$ cat src/rtl/xpt_pkg.sv
package xpt_pkg;

    localparam int REG_W    = 8;
    localparam int SRC_W    = 4;
    localparam int MAX_PORT = 16;

    typedef enum logic [1:0] {
        S_IDLE,
        S_WRITE,
        S_READ
    } acc_state_t;

    typedef struct packed {
        logic             oe;
        logic             term;
        logic             inv;
        logic [SRC_W-1:0] src;
    } port_cfg_t;

    function automatic port_cfg_t byte_to_cfg(input logic [REG_W-1:0] b);
        port_cfg_t c;
        c.oe   = b[7];
        c.term = b[6];
        c.inv  = b[5];
        c.src  = b[3:0];
        return c;
    endfunction

    function automatic logic [REG_W-1:0] cfg_to_byte(input port_cfg_t c);
        return {c.oe, c.term, c.inv, 1'b0, c.src};
    endfunction

endpackage

$ cat src/rtl/xpt_access_fsm.sv
module xpt_access_fsm
    import xpt_pkg::*;
#(
    parameter logic [4:0] ID_BASE = 5'b10110
) (
    input  logic             clk,
    input  logic             rst_n,
    input  logic [1:0]       sel,
    input  logic             req,
    input  logic             we,
    input  logic [6:0]       dev_id,
    input  logic [7:0]       addr,
    input  logic [REG_W-1:0] wdata,
    input  logic [REG_W-1:0] bank_rd_data,
    output logic             bank_wr_en,
    output logic [7:0]       bank_addr,
    output logic [REG_W-1:0] bank_wr_data,
    output logic [REG_W-1:0] rdata,
    output logic             rvalid
);

    acc_state_t state, state_nx;
    logic       id_hit;
    logic [7:0]       addr_q;
    logic [REG_W-1:0] data_q;

    assign id_hit = (dev_id[6:2] == ID_BASE) && (dev_id[1:0] == sel);

    always_comb begin
        state_nx = state;
        unique case (state)
            S_IDLE: begin
                if (req && id_hit) state_nx = we ? S_WRITE : S_READ;
            end
            S_WRITE: state_nx = S_IDLE;
            S_READ:  state_nx = S_IDLE;
            default: state_nx = S_IDLE;
        endcase
    end

    always_ff @(posedge clk or negedge rst_n) begin
        if (!rst_n) state <= S_IDLE;
        else        state <= state_nx;
    end

    always_ff @(posedge clk or negedge rst_n) begin
        if (!rst_n) begin
            addr_q <= '0;
            data_q <= '0;
        end else if (state == S_IDLE && req && id_hit) begin
            addr_q <= addr;
            data_q <= wdata;
        end
    end

    always_ff @(posedge clk or negedge rst_n) begin
        if (!rst_n) begin
            rdata  <= '0;
            rvalid <= 1'b0;
        end else begin
            rvalid <= (state == S_READ);
            rdata  <= (state == S_READ) ? bank_rd_data : '0;
        end
    end

    assign bank_wr_en   = (state == S_WRITE);
    assign bank_addr    = addr_q;
    assign bank_wr_data = data_q;


    write_ret_chk: assert property (@(posedge clk) disable iff (!rst_n)
        (state == S_WRITE) |=> (state == S_IDLE));


    rvalid_src_chk: assert property (@(posedge clk) disable iff (!rst_n)
        rvalid |-> $past(state == S_READ));


    id_miss_chk: assert property (@(posedge clk) disable iff (!rst_n)
        (state == S_IDLE && req && !id_hit) |=> (state == S_IDLE));

endmodule

$ cat src/rtl/xpt_reg_bank.sv
module xpt_reg_bank
    import xpt_pkg::*;
#(
    parameter int NPORTS = 16
) (
    input  logic                   clk,
    input  logic                   rst_n,
    input  logic                   wr_en,
    input  logic [7:0]             addr,
    input  logic [REG_W-1:0]       wr_data,
    input  logic [NPORTS-1:0]      err,
    output port_cfg_t [NPORTS-1:0] cfg,
    output logic [REG_W-1:0]       rd_data
);

    localparam logic [7:0] ERR_LO = 8'h10;
    localparam logic [7:0] ERR_HI = 8'h11;

    logic [2*REG_W-1:0] err_ext;
    assign err_ext = (2*REG_W)'(err);

    always_ff @(posedge clk or negedge rst_n) begin
        if (!rst_n) begin
            cfg <= '0;
        end else if (wr_en && addr < 8'(NPORTS)) begin
            cfg[addr[SRC_W-1:0]] <= byte_to_cfg(wr_data);
        end
    end

    always_comb begin
        if (addr < 8'(NPORTS))  rd_data = cfg_to_byte(cfg[addr[SRC_W-1:0]]);
        else if (addr == ERR_LO) rd_data = err_ext[REG_W-1:0];
        else if (addr == ERR_HI) rd_data = err_ext[2*REG_W-1:REG_W];
        else                     rd_data = '0;
    end


    cfg_hold_chk: assert property (@(posedge clk) disable iff (!rst_n)
        !wr_en |=> $stable(cfg));


    high_addr_chk: assert property (@(posedge clk) disable iff (!rst_n)
        (wr_en && addr >= 8'(NPORTS)) |=> $stable(cfg));

endmodule

$ cat src/rtl/xpt_port_mux.sv
module xpt_port_mux
    import xpt_pkg::*;
#(
    parameter int NPORTS = 16
) (
    input  logic                   clk,
    input  logic                   rst_n,
    input  port_cfg_t [NPORTS-1:0] cfg,
    input  logic [NPORTS-1:0]      pad_in,
    output logic [NPORTS-1:0]      pad_out,
    output logic [NPORTS-1:0]      pad_oe,
    output logic [NPORTS-1:0]      term_en,
    output logic [NPORTS-1:0]      err
);

    for (genvar p = 0; p < NPORTS; p++) begin : g_port
        logic [SRC_W-1:0] s;
        logic             src_ok;
        logic             routed;

        assign s      = cfg[p].src;
        assign src_ok = (int'(s) < NPORTS) && !cfg[s].oe && (s != SRC_W'(p));
        assign routed = pad_in[s] ^ cfg[p].inv;

        assign pad_oe[p]  = cfg[p].oe;
        assign term_en[p] = cfg[p].term;
        assign pad_out[p] = cfg[p].oe && src_ok && routed;
        assign err[p]     = cfg[p].oe && !src_ok;


        oe_gate_chk: assert property (@(posedge clk) disable iff (!rst_n)
            !pad_oe[p] |-> (!pad_out[p] && !err[p]));


        err_quiet_chk: assert property (@(posedge clk) disable iff (!rst_n)
            err[p] |-> !pad_out[p]);


        live_src_chk: assert property (@(posedge clk) disable iff (!rst_n)
            (pad_oe[p] && !err[p]) |-> !pad_oe[s]);
    end

endmodule

$ cat src/rtl/xpt_clock_switch.sv
module xpt_clock_switch
    import xpt_pkg::*;
#(
    parameter int         NPORTS  = 16,
    parameter logic [4:0] ID_BASE = 5'b10110
) (
    input  logic              clk,
    input  logic              rst_n,
    input  logic [1:0]        sel,
    input  logic              req,
    input  logic              we,
    input  logic [6:0]        dev_id,
    input  logic [7:0]        addr,
    input  logic [7:0]        wdata,
    output logic [7:0]        rdata,
    output logic              rvalid,
    input  logic [NPORTS-1:0] pad_in,
    output logic [NPORTS-1:0] pad_out,
    output logic [NPORTS-1:0] pad_oe,
    output logic [NPORTS-1:0] term_en
);

    port_cfg_t [NPORTS-1:0] cfg;
    logic [NPORTS-1:0]      err;
    logic                   wr_en;
    logic [7:0]             b_addr;
    logic [REG_W-1:0]       b_wdata;
    logic [REG_W-1:0]       b_rdata;

    xpt_access_fsm #(.ID_BASE(ID_BASE)) u_fsm (
        .clk(clk), .rst_n(rst_n), .sel(sel), .req(req), .we(we),
        .dev_id(dev_id), .addr(addr), .wdata(wdata),
        .bank_rd_data(b_rdata), .bank_wr_en(wr_en), .bank_addr(b_addr),
        .bank_wr_data(b_wdata), .rdata(rdata), .rvalid(rvalid)
    );

    xpt_reg_bank #(.NPORTS(NPORTS)) u_bank (
        .clk(clk), .rst_n(rst_n), .wr_en(wr_en), .addr(b_addr),
        .wr_data(b_wdata), .err(err), .cfg(cfg), .rd_data(b_rdata)
    );

    xpt_port_mux #(.NPORTS(NPORTS)) u_mux (
        .clk(clk), .rst_n(rst_n), .cfg(cfg), .pad_in(pad_in),
        .pad_out(pad_out), .pad_oe(pad_oe), .term_en(term_en), .err(err)
    );

endmodule

$ cat config.mk
export PLATFORM = sky130hd
export DESIGN_NAME = xpt_clock_switch
export DESIGN_NICKNAME = d
export VERILOG_FILES = /design/src/rtl/xpt_pkg.sv /design/src/rtl/xpt_access_fsm.sv /design/src/rtl/xpt_reg_bank.sv /design/src/rtl/xpt_port_mux.sv /design/src/rtl/xpt_clock_switch.sv
export SDC_FILE = /design/constraint.sdc
export NUM_CORES = 1
export LEC_CHECK = 0
export BUFFER_PORTS_ARGS = -buffer_cell sky130_fd_sc_hd__buf_2
export CORE_ASPECT_RATIO = 1.2
export CORE_UTILIZATION = 55
export DETAILED_ROUTE_END_ITERATION = 8
export PLACE_DENSITY = 0.81
export SLEW_MARGIN = 10
export SYNTH_ARGS = -nofsm -noshare
export SYNTH_HDL_FRONTEND = slang
export SYNTH_SLANG_ARGS = --single-unit
$ cat constraint.sdc
create_clock -name clk -period 5.8 [get_ports clk]
set_clock_uncertainty 0.15 [all_clocks]
set_input_delay 0.29 -clock clk [delete_from_list [all_inputs] [get_ports clk]]
set_output_delay 0.29 -clock clk [all_outputs]
set_load 0.02 [all_outputs]
[After elaboration in Yosys (flattened, before gate mapping)]
Cells that the tools add are included.
Word-level totals
  register bits after elaboration: 139
  output and inout bits: 57
  input bits: 45
  logic and storage cells: 306
Cells by class
  $lt $le $gt $ge: 19
  muxes and demuxes: 76
  bitwise logic cells: 16
  reduce and logical (&&, ||, !) cells: 104
  equality and inequality tests: 22
Operators with widths (count)
  binary-select mux 7 bit (select 4 bit): 17
  2-to-1 mux 7 bit: 18
  bitwise mux 112 bit: 1
  < comparator 4 x 5 -> 1 bit (second input constant): 17
  logical AND 1 bit: 70
  binary-select mux 1 bit (select 4 bit): 16
  zero test 1 bit: 32
  2-to-1 mux 8 bit: 4
  != test 4 bit (second input constant): 8
  demux 7 bit (select 4 bit): 1
  equality test 8 x 5 -> 1 bit (second input constant): 2
  2-to-1 mux 1 bit: 16
  != test 4 x 3 -> 1 bit (second input constant): 4
  XOR 1 bit: 16
  < comparator 8 x 5 -> 1 bit (second input constant): 1
  != test 4 x 2 -> 1 bit (second input constant): 2
  2-to-1 mux 2 bit: 3
  equality test 5 bit (second input constant): 1
  >= comparator 4 x 1 -> 1 bit (second input constant): 1
  != test 4 x 1 -> 1 bit (second input constant): 1
  nonzero test 4 bit: 1
  equality test 2 x 1 -> 1 bit (second input constant): 1
  equality test 2 bit: 1
  equality test 2 bit (second input constant): 1
  other kinds (2): 2

[Longest topological paths before layout]
  depth after elaboration: 10
  depth in mapped cells: 8
  mapped depth without buffers: 5

[Hierarchy]
A second synthesis with hierarchy kept.
Unflattened totals
  cell total of the unflattened synthesis: 904
  area total of the unflattened synthesis: 11203.2 um^2
Modules (own cells, without submodules)
  xpt_reg_bank: cells each 385, area an instance 5375.2 um^2, seq. area each 2802.7 um^2, instances 1
  xpt_port_mux: cells each 456, area an instance 4788.3 um^2, seq. area each 0.0 um^2, instances 1
  xpt_access_fsm: cells each 63, area an instance 1039.7 um^2, seq. area each 675.6 um^2, instances 1

[Worst setup path before layout]
Ideal clock, no wire load.
  kind: register to output
  from: register, netlist name u_bank.cfg[14]
  to: output port pad_out[2]
  path buffers: 1
  stages on the path, launching flop included: 6
  data required time: 5360 ps
  arrival: 2467 ps
  slack: 2893 ps
  path through: dfrtp_1 > buf_1 > mux4_2 > mux4_2 > xnor2_1 > nor3b_1
On the way
  cells in the longest elaborated chain, start to end: 6
  elaborated cells on any way between the ends: 10
  those cells by class: 1 x eq/ne; 4 x mux; 1 x bitwise; 4 x reduce/logical
RTL lines
  binary-select mux 7 bit (select 4 bit): RTL line xpt_port_mux.sv:22  | assign src_ok = (int'(s) < NPORTS) && !cfg[s].oe && (s != SRC_W'(p));
  2-to-1 mux 7 bit (implied by the code): RTL line xpt_port_mux.sv:22
  zero test 1 bit: RTL line xpt_port_mux.sv:22
  logical AND 1 bit: RTL line xpt_port_mux.sv:22
  logical AND 1 bit: RTL line xpt_port_mux.sv:27  | assign pad_out[p] = cfg[p].oe && src_ok && routed;
  logical AND 1 bit (*): RTL line xpt_port_mux.sv:27
  end, declared: RTL line xpt_clock_switch.sv:18  | output logic [NPORTS-1:0] pad_out,
Mark *: on every way between the ends. The rest lies on a longest branch, timed or not. The select of a mux whose other input is x is not followed.

[Worst setup path after layout]
  from: register, netlist name u_bank.cfg[34]
  to: output port pad_out[3]
On the way
  cells in the longest elaborated chain, start to end: 6
RTL lines (RTL line)
  binary-select mux 7 bit (select 4 bit): xpt_port_mux.sv:22
  2-to-1 mux 7 bit (implied by the code): xpt_port_mux.sv:22
  zero test 1 bit: xpt_port_mux.sv:22
  logical AND 1 bit: xpt_port_mux.sv:22
  logical AND 1 bit (2 in a row): xpt_port_mux.sv:27
No other way between the ends. The select of a mux whose other input is x is not followed.

==> results.json <==
{
  "start_util_pct": 55.98,
  "drtAntennaViolNets": 0,
  "crit_path_top_delay_cell": "dfrtp_1",
  "die_h_um": 156.5,
  "setup_violations": 0,
  "cp.arrival_ns": 2.98,
  "grt_usage_pct": 35.43,
  "grt.busiest_layer": "met2",
  "cp_slowest_stage_delay_ns": 0.81,
  "finalNonFillerCells": 1122,
  "placed_area_mm2": 0.01119,
  "vias_per_cell": 7.600,
  "grt_pass1_vias": 8515,
  "syn-cell-area_mm2": 0.01094,
  "synth_nets": 886,
  "fin_tns_setup_ns": 0,
  "preCtsSetupSlack_ns": 2.616,
  "sw_frac_of_total_pct": 26.43,
  "hold_slack_ns": 0.3077,
  "regArea_mm2": 0.003455,
  "cts_resized": 0,
  "grt_setup_unrepaired": "no",
  "io_pins": 102,
  "crit_top_cell": "mux4_2",
  "synth_seq_cells": 138,
  "grtUsageMet3_pct": 11.15,
  "path_cells": "mux4_2 > mux4_2 > nor3b_1 > buf_2",
  "dpl.hpwl_um": 20510,
  "critPathMaxFanout": 20,
  "first_iter_violations": 1193,
  "finalCoreUtilization_pct": 61.08,
  "drive_gt1_share_pct": 50.81,
  "die_x_um": 130.8,
  "hold_buffers": 17,
  "wire_per_inst_um": 30.33,
  "synth_top_area_share_pct": 31.55,
  "multi_input_area_mm2": 0.006824,
  "ir_drop_mv": 0.2584,
  "antenna_found_initial": 0,
  "cts-root-buf": "clkbuf_16",
  "route.detailed.drc": 0,
  "final_area_mm2": 0.01194,
  "grt-ovfl-total": 0,
  "finalWorstPathRequiredPeriod_ns": 3.425,
  "startpoint": "u_bank.cfg[34]",
  "ys_seq_area_share_pct": 31.55,
  "r2r_end": "u_fsm.rdata[4]",
  "grt_start_max_net_pins": 87,
  "required_ns": 5.36,
  "synth_edf_count": 0,
  "setup_ws_ns": 2.375,
  "relSlewSlack_pct": 13.40,
  "synthCells": 841,
  "r2r-start": "u_fsm.bank_addr[2]",
  "startpoint_type": "flop",
  "cellLeakagePower_nw": 4.852,
  "cts.sinks": 138,
  "cp-end-kind": "output pin",
  "synth.avg_cell_area_um2": 13.01,
  "use_met2_pct": 52.81,
  "drt-total-wl_um": 34030,
  "p_switching_uw": 617.9,
  "htree_levels": 4,
  "dp_cells": 1074,
  "num-nets-final": 894,
  "dr.pass1.iters": 6,
  "grt_pass1_wl_um": 51650,
  "p_per_area_mw_per_mm2": 195.8,
  "critPathKind": "flop to output pin",
  "r2r_cells": 5,
  "cp-endpoint": "pad_out[3]",
  "path_clk_slew_ns": 0.06,
  "die_area_mm2": 0.02047,
  "ys_async_sr_fraction_pct": 100.0,
  "min_path_type": "input port to asynchronous set/reset pin",
  "cts_max_path_buffers": 2,
  "finalHoldViolCount": 0,
  "clock_latency_ns": 0.44,
  "dr_total_vias": 8527,
  "finalCritPeriodShare_pct": 59.05,
  "area_growth_pct": 9.100,
  "portBuffers": 100,
  "power_frac_comb_pct": 9.1,
  "postCtsSetupBuffers": 0,
  "n_fill_cell": 1463,
  "use_met1_pct": 44.82,
  "gp_congestion": 0.9146,
  "yosysUniqueCellTypes": 54,
  "status": "finished clean",
  "core_mm2": 0.01955,
  "ys_top_cells_by_area": "dfrtp_1 (32%), mux4_2 (30%), mux2_2 (13%)",
  "p_int_mw": 1.720,
  "clkPwrFrac_pct": 46.5,
  "r2r_slack_ns": 2.38,
  "power.total_mw": 2.338,
  "max_cap_viol_count": 0,
  "cts_tree": "yes",
  "cts_buffers": 17,
  "ys_warn_count": 0,
  "synth_largest_area_cell": "dfrtp_1",
  "fmax_mhz": 292.0,
  "rows": 56,
  "tightest_slew_ns": 1.289,
  "slew_violations": 0,
  "p_seq_share_pct": 44.4,
  "ys.flop_type": "dfrtp_1"
}
==> how the worst min path moves through the flow <==
stage	startpoint	end	slack (ns)	cells past startpoint
6_report	rst_n	u_fsm.rdata[4]	0.31	2
4_1_cts	rst_n	u_bank.cfg[10]	0.37	2
3_3_place_gp	rst_n	u_bank.cfg[7]	0.25	1
5_1_grt	u_bank.cfg[103]	u_bank.cfg[103]	0.40	1
3_5_place_dp	rst_n	u_bank.cfg[10]	0.25	1
2_1_floorplan	rst_n	u_bank.cfg[0]	-0.16	0
==> layout by cell type (no fill, tap or decap), drive strengths merged, types with 6 or more instances in the layout <==
master | synthesis | routed
a31oi | 10 | 10
nand3 | 12 | 12
dlygate4sd3 | 0 | 17
nand4 | 6 | 6
nor2b | 7 | 7
nand2b | 8 | 8
inv | 9 | 10
mux4 | 147 | 147
o2111ai | 6 | 6
dfrtp | 138 | 138
mux2 | 137 | 137
buf | 54 | 106
nor3b | 13 | 13
o21ai | 12 | 12
nand3b | 8 | 8
a22oi | 7 | 7
xor2 | 7 | 7
nor3 | 7 | 7
clkbuf | 80 | 20
xnor2 | 19 | 19
nor2 | 21 | 21
nand2 | 40 | 40
mux2i | 42 | 42
==> layout make-up <==
type | instances | area share [%]
Antenna cell | 1 | 0.02096
Clock buffer | 20 | 3.825
Clock inverter | 10 | 1.006
Inverter | 9 | 0.2829
Multi-Input combinational cell | 560 | 57.15
Sequential cell | 138 | 28.93
Tap cell | 261 | 2.735
Timing Repair Buffer | 123 | 6.046
==> worst max-delay path, delay by kind of cell (launching register included) <==
kind | cells | cell delay (ns)
AND/OR/NAND/NOR | 1 | 0.34
buffers and inverters | 1 | 0.24
multiplexers | 2 | 1.14
flip-flops | 1 | 0.81
==> Yosys cell counts (11+ instances only) <==
cell type	instances
o21ai_0	12
clkbuf_1	80
nand2_1	36
mux2_2	130
mux2i_1	42
buf_4	33
dfrtp_1	138
buf_1	16
mux4_2	147
xnor2_1	19
nor3b_1	11
nor2_1	15
nand3_1	11
==> registers in the layout, indices dropped and copies added, names as in the netlist <==
| register | cells |
|---|---|
| u_fsm.bank_addr | 8 |
| u_fsm.state | 2 |
| u_bank.cfg | 112 |
| u_fsm.rdata | 8 |
| u_fsm.bank_wr_data | 7 |
| u_fsm.rvalid | 1 |
==> power groups by stage <==
stage / clock, mW / sequential [mW] / combinational (mW)
6_report: 1.09 / 1.04 / 0.212
5_1_grt: 1.13 / 1.04 / 0.220
4_1_cts: 1.09 / 1.04 / 0.205
3_5_place_dp: 0 / 1.05 / 0.195
3_3_place_gp: 0 / 1.05 / 0.190
2_1_floorplan: 0 / 1.00 / 0.150
==> routing by layer <==
metal	part of all wire [%]	up-vias
met5	0	-
met4	7.8	0
met3	14	241
met2	46	790
met1	33	4208
li1	-	3288
==> kinds of logic after synthesis <==
kind of cell              count (synthesis)  synth area share (%)
AOI/OAI and AO/OA                        68                 4.504
DFF                                     138                 31.55
muxes                                   326                 48.43
and+or+nand+nor                         140                 7.340
buffers and inverters                   143                 6.094
xor gates and xnor gates                 26                 2.081
No activity file was read; power rests on OpenSTA's default activity.
